[config.mk]
export PLATFORM = sky130hd
export DESIGN_NAME = jtag_tap_decoder
export DESIGN_NICKNAME = d
export VERILOG_FILES = /design/src/rtl/jtag_tap_pkg.sv /design/src/rtl/jtag_tap_fsm.sv /design/src/rtl/jtag_tap_ir.sv /design/src/rtl/jtag_tap_dr.sv /design/src/rtl/jtag_tap_decoder.sv
export SDC_FILE = /design/constraint.sdc
export NUM_CORES = 1
export LEC_CHECK = 0
export CORE_ASPECT_RATIO = 0.9
export CORE_MARGIN = 5
export CORE_UTILIZATION = 50
export CTS_CLUSTER_SIZE = 12
export DETAILED_ROUTE_END_ITERATION = 10
export PLACE_DENSITY = 0.73
export RECOVER_POWER = 25
export SLEW_MARGIN = 15
export SYNTH_ARGS = -nofsm -noshare
export SYNTH_HDL_FRONTEND = slang
export SYNTH_SLANG_ARGS = --single-unit
[constraint.sdc]
create_clock -name tck -period 2.15 [get_ports tck]
set_input_delay 0.3225 -clock tck [delete_from_list [all_inputs] [get_ports tck]]
set_output_delay 0.3225 -clock tck [all_outputs]
set_load 0.005 [all_outputs]
[src/rtl/jtag_tap_pkg.sv]
// Package: shared types, opcodes and the instruction decode function for
// the boundary-scan port. Assumes a 10-bit instruction register.
package jtag_tap_pkg;

    localparam int IR_W = 10;

    // Controller states (standard sixteen-state test controller)
    typedef enum logic [3:0] {
        ST_TLR, ST_RTI,
        ST_SEL_DR, ST_CAP_DR, ST_SHF_DR, ST_EX1_DR, ST_PAU_DR, ST_EX2_DR, ST_UPD_DR,
        ST_SEL_IR, ST_CAP_IR, ST_SHF_IR, ST_EX1_IR, ST_PAU_IR, ST_EX2_IR, ST_UPD_IR
    } tap_state_t;

    // Data register placed in the scan path
    typedef enum logic [2:0] {
        DR_PASS, DR_DEVID, DR_USER, DR_BSC, DR_ERRMSG
    } dr_sel_t;

    // Pin-control mode presented to the I/O ring
    typedef enum logic [1:0] {
        PM_NORMAL = 2'd0,
        PM_EXTEST = 2'd1,
        PM_HIGHZ  = 2'd2,
        PM_CLAMP  = 2'd3
    } pin_mode_t;

    typedef struct packed {
        dr_sel_t   dr;
        pin_mode_t pins;
        logic      reconf;
    } insn_ctl_t;

    // Opcodes
    localparam logic [IR_W-1:0] OP_SNAP      = 10'h005;
    localparam logic [IR_W-1:0] OP_EXT_DRIVE = 10'h00F;
    localparam logic [IR_W-1:0] OP_EXT_PULSE = 10'h08F;
    localparam logic [IR_W-1:0] OP_EXT_TRAIN = 10'h04F;
    localparam logic [IR_W-1:0] OP_PASS      = 10'h3FF;
    localparam logic [IR_W-1:0] OP_USER      = 10'h007;
    localparam logic [IR_W-1:0] OP_DEVID     = 10'h006;
    localparam logic [IR_W-1:0] OP_FLOAT     = 10'h00B;
    localparam logic [IR_W-1:0] OP_HOLD      = 10'h00A;
    localparam logic [IR_W-1:0] OP_RECONF    = 10'h001;
    localparam logic [IR_W-1:0] OP_ERRMSG    = 10'h017;

    // Value loaded into the instruction shift stage in Capture-IR
    localparam logic [IR_W-1:0] IR_CAPTURE = 10'b00_0000_0001;

    // Map an opcode to its data-register choice, pin mode and request flag
    function automatic insn_ctl_t decode_insn(input logic [IR_W-1:0] op);
        insn_ctl_t c;
        c.dr     = DR_PASS;
        c.pins   = PM_NORMAL;
        c.reconf = 1'b0;
        case (op)
            OP_SNAP:      c.dr = DR_BSC;
            OP_EXT_DRIVE,
            OP_EXT_PULSE,
            OP_EXT_TRAIN: begin
                c.dr   = DR_BSC;
                c.pins = PM_EXTEST;
            end
            OP_USER:      c.dr = DR_USER;
            OP_DEVID:     c.dr = DR_DEVID;
            OP_FLOAT:     c.pins = PM_HIGHZ;
            OP_HOLD:      c.pins = PM_CLAMP;
            OP_RECONF:    c.reconf = 1'b1;
            OP_ERRMSG:    c.dr = DR_ERRMSG;
            default:      c.dr = DR_PASS;
        endcase
        return c;
    endfunction

endpackage

[src/rtl/jtag_tap_fsm.sv]
// Module: test controller state machine.
// Advances on rising TCK under TMS; a low rst_n at a rising edge forces
// Test-Logic-Reset. Assumes rst_n is synchronous to TCK.
module jtag_tap_fsm
    import jtag_tap_pkg::*;
(
    input  logic       tck,
    input  logic       rst_n,
    input  logic       tms,
    output tap_state_t state
);

    tap_state_t nxt;

    // Next-state selection from the current state and TMS
    always_comb begin
        nxt = state;
        case (state)
            ST_TLR:    nxt = tms ? ST_TLR    : ST_RTI;
            ST_RTI:    nxt = tms ? ST_SEL_DR : ST_RTI;
            ST_SEL_DR: nxt = tms ? ST_SEL_IR : ST_CAP_DR;
            ST_CAP_DR: nxt = tms ? ST_EX1_DR : ST_SHF_DR;
            ST_SHF_DR: nxt = tms ? ST_EX1_DR : ST_SHF_DR;
            ST_EX1_DR: nxt = tms ? ST_UPD_DR : ST_PAU_DR;
            ST_PAU_DR: nxt = tms ? ST_EX2_DR : ST_PAU_DR;
            ST_EX2_DR: nxt = tms ? ST_UPD_DR : ST_SHF_DR;
            ST_UPD_DR: nxt = tms ? ST_SEL_DR : ST_RTI;
            ST_SEL_IR: nxt = tms ? ST_TLR    : ST_CAP_IR;
            ST_CAP_IR: nxt = tms ? ST_EX1_IR : ST_SHF_IR;
            ST_SHF_IR: nxt = tms ? ST_EX1_IR : ST_SHF_IR;
            ST_EX1_IR: nxt = tms ? ST_UPD_IR : ST_PAU_IR;
            ST_PAU_IR: nxt = tms ? ST_EX2_IR : ST_PAU_IR;
            ST_EX2_IR: nxt = tms ? ST_UPD_IR : ST_SHF_IR;
            ST_UPD_IR: nxt = tms ? ST_SEL_DR : ST_RTI;
            default:   nxt = ST_TLR;
        endcase
    end

    // State register with synchronous reset
    always_ff @(posedge tck) begin
        if (!rst_n) state <= ST_TLR;
        else        state <= nxt;
    end


    tlr_hold_chk: assert property (@(posedge tck) disable iff (!rst_n)
        (state == ST_TLR && tms) |=> (state == ST_TLR));


    sel_ir_escape_chk: assert property (@(posedge tck) disable iff (!rst_n)
        (state == ST_SEL_IR && tms) |=> (state == ST_TLR));

endmodule

[src/rtl/jtag_tap_ir.sv]
// Module: instruction register and decoder.
// Shift stage runs on rising TCK; the active instruction loads on falling
// TCK in Update-IR and is forced to the device-ID opcode in Test-Logic-Reset.
// Assumes state comes from the rising-edge controller.
module jtag_tap_ir
    import jtag_tap_pkg::*;
(
    input  logic       tck,
    input  logic       rst_n,
    input  tap_state_t state,
    input  logic       tdi,
    output logic       ir_so,
    output insn_ctl_t  ctl,
    output logic       reconf_req
);

    logic [IR_W-1:0] ir_sh;
    logic [IR_W-1:0] ir_act;
    logic            upd_q;

    // Instruction shift stage: capture fixed pattern, then shift LSB first
    always_ff @(posedge tck) begin
        if (!rst_n)                   ir_sh <= IR_CAPTURE;
        else if (state == ST_CAP_IR)  ir_sh <= IR_CAPTURE;
        else if (state == ST_SHF_IR)  ir_sh <= {tdi, ir_sh[IR_W-1:1]};
    end

    // Active instruction: reload on reset state, take new value in Update-IR
    always_ff @(negedge tck) begin
        if (!rst_n || state == ST_TLR) begin
            ir_act <= OP_DEVID;
            upd_q  <= 1'b0;
        end else if (state == ST_UPD_IR) begin
            ir_act <= ir_sh;
            upd_q  <= 1'b1;
        end else begin
            upd_q  <= 1'b0;
        end
    end

    // Decode the active instruction
    always_comb ctl = decode_insn(ir_act);

    // One-period request following an update that loaded the reconfig opcode
    assign reconf_req = upd_q & ctl.reconf;
    assign ir_so      = ir_sh[0];


    tlr_loads_devid_chk: assert property (@(negedge tck) disable iff (!rst_n)
        (state == ST_TLR) |=> (ctl.dr == DR_DEVID && ctl.pins == PM_NORMAL));


    highz_sticky_chk: assert property (@(negedge tck) disable iff (!rst_n)
        (ctl.pins == PM_HIGHZ && state != ST_UPD_IR && state != ST_TLR)
        |=> (ctl.pins == PM_HIGHZ));


    reconf_single_chk: assert property (@(negedge tck) disable iff (!rst_n)
        reconf_req |=> !reconf_req);

endmodule

[src/rtl/jtag_tap_dr.sv]
// Module: internal data registers and the TDO output stage.
// Holds the pass stage, device ID and user word; chooses the serial source
// by the decoded selection and retimes it onto falling TCK.
// Assumes external registers present their serial bit on bsr_so / emr_so.
module jtag_tap_dr
    import jtag_tap_pkg::*;
#(
    parameter int               DEVID_W      = 32,
    parameter int               USER_W       = 32,
    parameter logic [DEVID_W-1:0] IDCODE_VALUE = '0
) (
    input  logic              tck,
    input  logic              rst_n,
    input  tap_state_t        state,
    input  logic              tdi,
    input  dr_sel_t           dr_sel,
    input  logic [USER_W-1:0] usercode,
    input  logic              ir_so,
    input  logic              bsr_so,
    input  logic              emr_so,
    output logic              tdo,
    output logic              tdo_oe
);

    logic               pass_q;
    logic [DEVID_W-1:0] devid_sh;
    logic [USER_W-1:0]  user_sh;
    logic               dr_bit;
    logic               in_shift;

    // Pass stage: captures 0, shifts one bit
    always_ff @(posedge tck) begin
        if (!rst_n)                                        pass_q <= 1'b0;
        else if (state == ST_CAP_DR)                       pass_q <= 1'b0;
        else if (state == ST_SHF_DR && dr_sel == DR_PASS)  pass_q <= tdi;
    end

    // Device ID register: captures the constant, shifts LSB first
    always_ff @(posedge tck) begin
        if (!rst_n)                                         devid_sh <= IDCODE_VALUE;
        else if (state == ST_CAP_DR)                        devid_sh <= IDCODE_VALUE;
        else if (state == ST_SHF_DR && dr_sel == DR_DEVID)  devid_sh <= {tdi, devid_sh[DEVID_W-1:1]};
    end

    // User word register: samples the input at capture, shifts LSB first
    always_ff @(posedge tck) begin
        if (!rst_n)                                        user_sh <= '0;
        else if (state == ST_CAP_DR)                       user_sh <= usercode;
        else if (state == ST_SHF_DR && dr_sel == DR_USER)  user_sh <= {tdi, user_sh[USER_W-1:1]};
    end

    // Serial source for the selected data register
    always_comb begin
        case (dr_sel)
            DR_DEVID:  dr_bit = devid_sh[0];
            DR_USER:   dr_bit = user_sh[0];
            DR_BSC:    dr_bit = bsr_so;
            DR_ERRMSG: dr_bit = emr_so;
            default:   dr_bit = pass_q;
        endcase
    end

    assign in_shift = (state == ST_SHF_DR) || (state == ST_SHF_IR);

    // Output stage retimed to the falling edge
    always_ff @(negedge tck) begin
        if (!rst_n) begin
            tdo    <= 1'b0;
            tdo_oe <= 1'b0;
        end else begin
            tdo    <= (state == ST_SHF_IR) ? ir_so : dr_bit;
            tdo_oe <= in_shift;
        end
    end


    tdo_oe_shift_only_chk: assert property (@(posedge tck) disable iff (!rst_n)
        tdo_oe |-> (state == ST_SHF_DR || state == ST_SHF_IR));


    pass_capture_zero_chk: assert property (@(posedge tck) disable iff (!rst_n)
        (state == ST_CAP_DR) |=> (pass_q == 1'b0));

endmodule

[src/rtl/jtag_tap_decoder.sv]
// Module: top of the boundary-scan port.
// Ties the controller, instruction register/decoder and data-register path
// together, and exposes pin-mode, path selects and data-register strobes.
// Assumes trst_n (when used) is synchronous to TCK.
module jtag_tap_decoder
    import jtag_tap_pkg::*;
#(
    parameter bit          USE_TRST     = 1'b1,
    parameter int          DEVID_W      = 32,
    parameter int          USER_W       = 32,
    parameter logic [31:0] IDCODE_VALUE = 32'h1A2B_C0DD
) (
    input  logic              tck,
    input  logic              trst_n,
    input  logic              tms,
    input  logic              tdi,
    input  logic [USER_W-1:0] usercode,
    input  logic              bsr_so,
    input  logic              emr_so,
    output logic              tdo,
    output logic              tdo_oe,
    output logic              dr_capture,
    output logic              dr_shift,
    output logic              dr_update,
    output logic              bsr_sel,
    output logic              emr_sel,
    output logic [1:0]        pin_mode,
    output logic              reconfig_req
);

    logic       rst_n;
    tap_state_t state;
    insn_ctl_t  ctl;
    logic       ir_so;

    // Reset source: the test reset pin, or none when it is not bonded out
    generate
        if (USE_TRST) begin : g_trst
            assign rst_n = trst_n;
        end else begin : g_no_trst
            assign rst_n = 1'b1;
        end
    endgenerate

    jtag_tap_fsm u_fsm (
        .tck   (tck),
        .rst_n (rst_n),
        .tms   (tms),
        .state (state)
    );

    jtag_tap_ir u_ir (
        .tck        (tck),
        .rst_n      (rst_n),
        .state      (state),
        .tdi        (tdi),
        .ir_so      (ir_so),
        .ctl        (ctl),
        .reconf_req (reconfig_req)
    );

    jtag_tap_dr #(
        .DEVID_W      (DEVID_W),
        .USER_W       (USER_W),
        .IDCODE_VALUE (IDCODE_VALUE[DEVID_W-1:0])
    ) u_dr (
        .tck      (tck),
        .rst_n    (rst_n),
        .state    (state),
        .tdi      (tdi),
        .dr_sel   (ctl.dr),
        .usercode (usercode),
        .ir_so    (ir_so),
        .bsr_so   (bsr_so),
        .emr_so   (emr_so),
        .tdo      (tdo),
        .tdo_oe   (tdo_oe)
    );

    // Strobes and selects for the external data registers
    assign dr_capture = (state == ST_CAP_DR);
    assign dr_shift   = (state == ST_SHF_DR);
    assign dr_update  = (state == ST_UPD_DR);
    assign bsr_sel    = (ctl.dr == DR_BSC);
    assign emr_sel    = (ctl.dr == DR_ERRMSG);
    assign pin_mode   = ctl.pins;


    ext_path_onehot_chk: assert property (@(posedge tck) disable iff (!rst_n)
        $onehot0({bsr_sel, emr_sel}));


    extest_selects_bsc_chk: assert property (@(posedge tck) disable iff (!rst_n)
        (pin_mode == 2'd1) |-> bsr_sel);

endmodule

==> reports/qor.txt, run 1 <==
Max-slew violation count -> 0
Total Power -> 0.00372 W
Critical path peak fanout -> 7
Distinct cell type count after synthesis -> 41
Syn avg cell area -> 7.95 um^2
Grt ovf -> 0
Antenna cell count -> 0
Die area -> 0.0100 mm^2
Final setup TNS -> -76390 ps
Peak VDD IR -> 0.377 mV
Initial antenna violation count -> 0
# port buffers -> 47
Vias in the first global route -> 4343
Gp weighted congestion -> 0.835
Synth Net Count -> 549
Clock root cell -> clkbuf_8
Status -> complete, but fails checks
Reg clk slew, reported paths -> 100 ps
Clk_skew -> 67.9 ps
Total core area -> 0.00799 mm^2
Crit path from -> u_ir.ir_act[7]
Leakage -> 2.56 nW
Pre-antenna DRT Iters -> 5
Final #Nets -> 678
Worst r2r src -> u_ir.ir_act[7]
Worst setup margin -> -1280 ps
Power per cell area -> 550 mW/mm^2
# Max-Cap Violations -> 0
Largest net degree at the start of global routing -> 34
Crit path required time -> 2410 ps
Mapped cell area -> 0.00406 mm^2
FFs w/ async S/R, synth -> 0
GRT Total Usage -> 0.272
Final Hold Fails -> 0
Post-synth EDFFs -> 0
Crit path kind -> reg2reg
Row cnt -> 31
Crit end category -> flop
Pre-CTS WS -> -1040 ps
Via density -> 6.14
Main synth FF type -> dfxtp_1
CP endpoint -> u_dr.user_sh[29]
Worst setup SP type -> flop
FF+latch count, synth -> 92
FF-to-FF End -> u_dr.user_sh[29]
Clk sinks -> 92
Final setup fails -> 85
H-tree depth -> 3
CTS Buffer Depth -> 2
Chip width -> 105 um
CP arrival -> 3690 ps
Worst-margin pin slew -> 848 ps
Area growth syn-to-layout -> 66.6%
Ys Warns -> 0
WL final -> 16100 um
Post-DR wirelength/cell -> 21.6 um
HPWL Detailed -> 6620 um
Hold Crit Depth -> 2
Failing checks -> negative setup slack
Synth Instances -> 511
Layout cells sized above 1 -> 0.504
Drt drc -> 0
Slew HR -> 0.431
Starting Density -> 0.508
RSZ-0062 raised after global routing -> true
Top-Level Pins -> 48
Post-synthesis sequential area ratio -> 0.453
CTS tree -> done
Latest clock arrival within the worst-skew pair -> 430 ps
Inserted Clock Buffers -> 9
Post-DRT Antenna Nets -> 0
Worst Hold Class -> reg2reg
First-pass GRT wire length -> 21800 um
Vias -> 4568
R2R Setup Slk -> -1280 ps
1st-iter DRT viols -> 306
Reg2reg path depth -> 9
DIE HEIGHT -> 95.5 um
## worst max-delay path, cell delays in order (launching register included)
cell and delay [ps]:
dfxtp_2 340, or4b_4 540, buf_6 140, buf_6 110, o41ai_4 250, buf_4 200
buf_12 110, buf_16 130, nor2_2 60, a311oi_2 290
## flip-flops by register name, indices dropped and copies added (netlist names)
name / cells
u_fsm.state: 4
u_dr.tdo: 1
u_ir.ir_act: 10
u_dr.user_sh: 32
u_dr.tdo_oe: 1
u_ir.upd_q: 1
u_ir.ir_sh: 10
u_dr.devid_sh: 32
u_dr.pass_q: 1
## cell type report
| cell class | count | area (um^2) |
|---|---|---|
| clock inverter | 17 | 98.8 |
| timing repair buffer | 144 | 1530 |
| multi-input combinational | 373 | 2960 |
| inverter | 7 | 31.3 |
| fill | 374 | 1220 |
| sequential | 92 | 1860 |
| clock buffer | 12 | 165 |
| tap | 99 | 124 |
## synthesized netlist by cell type, types with 4 or more instances
library cell | n | area, um^2
a21oi_1 | 42 | 210
a311oi_1 | 5 | 43.8
a311oi_2 | 28 | 420
clkbuf_1 | 30 | 113
dfxtp_1 | 92 | 1840
inv_1 | 6 | 22.5
nand2_1 | 182 | 683
nand3_1 | 18 | 90.1
nand3b_1 | 5 | 37.5
nor2_1 | 44 | 165
nor3_1 | 5 | 25.0
o21ai_0 | 8 | 40.0
or4_1 | 4 | 30.0
## metal layers
layer / track usage / vias to the layer above / share of wire
met5: 0 / - / 0
met2: 0.481 / 245 / 0.50
met1: 0.320 / 2216 / 0.38
met3: 0.0555 / 91 / 0.060
met4: 0.125 / 0 / 0.061
li1: - / 2016 / -
## worst min-delay path by stage
| stage | startpoint | to | slack (ps) |
|---|---|---|---|
| 3_5_place_dp | u_dr.devid_sh[11] | u_dr.devid_sh[11] | 450 |
| 3_3_place_gp | u_dr.devid_sh[5] | u_dr.devid_sh[5] | 440 |
| 6_report | u_ir.ir_sh[6] | u_ir.ir_sh[5] | 480 |
| 4_1_cts | u_dr.devid_sh[11] | u_dr.devid_sh[11] | 460 |
| 2_1_floorplan | tms | u_fsm.state[2] | 430 |
| 5_1_grt | u_ir.ir_sh[9] | u_ir.ir_sh[8] | 500 |
## per-stage QoR
| stage | cells | util | hold WS [ps] | area [um^2] |
|---|---|---|---|---|
| 6_report | 744 | 0.847 | 475 | 6770 |
| 5_1_grt | 744 | 0.847 | 500 | 6770 |
| 4_1_cts | 738 | 0.798 | 465 | 6380 |
| 3_5_place_dp | 679 | 0.637 | 449 | 5090 |
| 3_3_place_gp | 679 | 0.637 | 440 | 5090 |
| 2_1_floorplan | 511 | - | 432 | 4260 |
## layout by cell type (no fill, tap or decap), types with 3 or more instances in the layout
master,count
buf_6,26
clkbuf_8,12
clkdlybuf4s50_1,37
inv_1,17
nand2_1,124
dfxtp_2,9
nand3b_1,5
nor2_1,9
nand3_2,15
a21oi_1,16
a21oi_2,24
dfxtp_1,82
o21ai_0,5
buf_4,55
nor2_2,15
nand2_4,42
a311oi_2,32
or4_4,3
buf_2,6
buf_12,8
nor3_1,3
buf_16,6
nor2_4,21
nand2_2,15
## logic make-up after synthesis
| group | count (synthesis) | synth area share |
|---|---|---|
| and+or+nand+nor | 274 | 0.283 |
| AOI/OAI and AO/OA | 97 | 0.209 |
| DFF | 92 | 0.453 |
| buffers and inverters | 47 | 0.0518 |
| muxes | 1 | 0.00277 |
## where the power goes
part / internal (W) / switching, W
sequential: 0.00175 / 0.0000522
clock: 0.000669 / 0.000725
combinational: 0.000256 / 0.000270
total: 0.00267 / 0.00105
## repair_timing
item,CTS,global route
pin swaps,44,51
hold buffers,0,0
setup buffers,19,10
gates resized for setup,196,109
endpoints found under the setup margin,87,86
cloned,12,3
Power figures use the tool's default switching activity.
==> inputs of run 2 (changes only) <==
CORE_UTILIZATION = 56   (was 50)
PLACE_DENSITY = 0.78   (was 0.73)
clock period = 4.05 ns   (was 2.15 ns; I/O delays follow)
==> reports/qor.txt, run 2 (synthesis gave the netlist of run 1 again) <==
Worst Hold Class -> reg2reg
Combinational share of power -> 0.111
CP arrival -> 3870 ps
Final hold slack -> 477 ps
Final setup fails -> 71
Vias -> 4488
FF-to-FF End -> u_dr.tdo
Crit path from -> u_ir.ir_act[7]
Sw Share -> 0.267
# Max-Cap Violations -> 0
Post-DR wirelength/cell -> 20.3 um
Peak VDD IR -> 0.193 mV
Slew HR -> 0.161
First-pass GRT wire length -> 20500 um
Crit path buffers/inverters -> 3
Most frequent cells in the layout -> nand2_1 (146), dfxtp_1 (87), buf_4 (58), clkdlybuf4s50_1 (41), nor2_1 (32)
Top Family by Delay on Critical Path -> simple AND/OR/NAND/NOR gates
Most common cell after layout, fill and taps aside -> nand2_1
Clock root cell -> clkbuf_8
Crit path required time -> 3440 ps
Antenna cell count -> 0
Register area -> 0.00185 mm^2
Reg2reg path depth -> 31
Failing checks -> negative setup slack
Power per cell area -> 319 mW/mm^2
Inserted Clock Buffers -> 9
R2R Setup Slk -> -430 ps
Final setup TNS -> -18620 ps
Total core area -> 0.00708 mm^2
Reg power frac -> 0.474
DIE HEIGHT -> 90.8 um
Crit path kind -> reg2out
P_sw -> 0.000536 W
Slowest stage delay, CP -> 330 ps
CTS Buffer Depth -> 2
Max-slew violation count -> 0
Fin crit share -> 1.11
Worst setup SP type -> flop
Crit path max-delay cell type -> dfxtp_2
Row cnt -> 29
Max Fclk -> 223 MHz
Worst-margin pin slew -> 1250 ps
Critical path peak fanout -> 4
Starting Density -> 0.574
Gp weighted congestion -> 0.828
Grt ovf -> 0
Critical path depth -> 7
Biggest regs -> u_dr.devid_sh x32, u_dr.user_sh x32
Fillers -> 302
Die area -> 0.00906 mm^2
Fin crit period -> 4480 ps
Drt drc -> 0
Worst setup margin -> -432 ps
Status -> complete, but fails checks
Area growth syn-to-layout -> 54.9%
Clk_skew -> 66.6 ps
CP endpoint -> pin_mode[0]
Crit path cell chain -> buf_6, buf_4, or2_4, nor3_2, nor2_1, nor3_1, buf_2
Clock power share -> 0.414
RSZ-0062 raised after global routing -> true
Worst r2r src -> u_ir.ir_act[7]
HPWL Detailed -> 5830 um
Vias in the first global route -> 4251
Clk sinks -> 92
Pre-antenna DRT Iters -> 5
WL final -> 14900 um
Latest clock arrival within the worst-skew pair -> 420 ps
Final #Nets -> 674
Post-DRT Antenna Nets -> 0
CTS tree -> done
Largest net degree at the start of global routing -> 36
Internal Dissipation -> 0.00147 W
# port buffers -> 47
Via density -> 6.11
Reg clk slew, reported paths -> 100 ps
Hold Buf Count CTS -> 0
Final Hold Fails -> 0
GRT Total Usage -> 0.283
Footprint of the multi-input gates -> 0.00253 mm^2
Crit end category -> output port
Layout cells sized above 1 -> 0.384
Top-Level Pins -> 48
1st-iter DRT viols -> 324
H-tree depth -> 3
Initial antenna violation count -> 0
Leakage -> 2.44 nW
Chip width -> 99.8 um
-- run 2: changes by cell type in the layout (fill, tap and decap cells not counted), moves of 9 or more --
cell	delta
a21oi_1	+9
nand2_1	+22
nor2_4	-18
nand2_4	-14
nor2_1	+23
-- run 2: metrics by stage --
stage,setup WS (ps),area [um^2],std cells,power (W),utilization
6_report,-432,6290,734,0.00201,0.889
5_1_grt,-498,6290,734,0.00207,0.889
4_1_cts,-276,5880,731,0.00195,0.831
3_5_place_dp,-305,4780,647,0.00115,0.675
3_3_place_gp,-279,4780,647,0.00114,0.675
2_1_floorplan,-13.0,4080,511,0.00108,-
-- run 2: worst reg2reg max path, delay by kind of cell (launching register included) --
family	cells	cell delay, ps
flip-flops	1	360
AO/OA/AOI/OAI	3	550
AND/OR/NAND/NOR	2	240
buffers and inverters	26	3220
-- run 2: how the worst min path moves through the flow --
stage	startpoint	endpoint	slack (ps)	cells past startpoint
final	u_dr.devid_sh[10]	u_dr.devid_sh[9]	480	2
after global routing	u_dr.devid_sh[10]	u_dr.devid_sh[9]	490	2
after CTS	u_dr.devid_sh[25]	u_dr.devid_sh[24]	460	2
after detailed placement	u_dr.devid_sh[23]	u_dr.devid_sh[23]	450	2
after global placement	u_dr.devid_sh[18]	u_dr.devid_sh[18]	440	2
after floorplan	u_dr.devid_sh[31]	u_dr.devid_sh[31]	430	2
-- run 2: cell type report --
cell class,count,share of cell area
Clock buffer,10,0.0237
Clock inverter,19,0.0241
Inverter,7,0.00418
Multi-Input combinational cell,372,0.401
Sequential cell,92,0.294
Tap cell,93,0.0185
Timing Repair Buffer,141,0.234
-- run 2: power groups by stage --
stage / sequential, W / clock (W) / combinational (W)
after floorplan: 0.000955 / 0.0000212 / 0.000104
after global placement: 0.000963 / 0.0000212 / 0.000157
after detailed placement: 0.000964 / 0.0000212 / 0.000161
after CTS: 0.000944 / 0.000810 / 0.000200
after global routing: 0.000954 / 0.000877 / 0.000236
final: 0.000952 / 0.000832 / 0.000223
-- run 2: what timing repair did --
item / CTS / global route
hold endpoints to repair: 0 / 0
setup endpoints to repair: 69 / 71
resized for setup: 74 / 125
setup buffers: 44 / 11
pin swaps: 50 / 59
cloned: 12 / 1
-- run 2: layer usage --
metal	global-route usage	wire length, um	up-vias	share of wire
met5	0	0	-	0
met4	0.111	629	0	0.042
met3	0.0656	946	71	0.063
met2	0.482	7770	230	0.52
met1	0.341	5590	2195	0.37
li1	-	-	1992	-
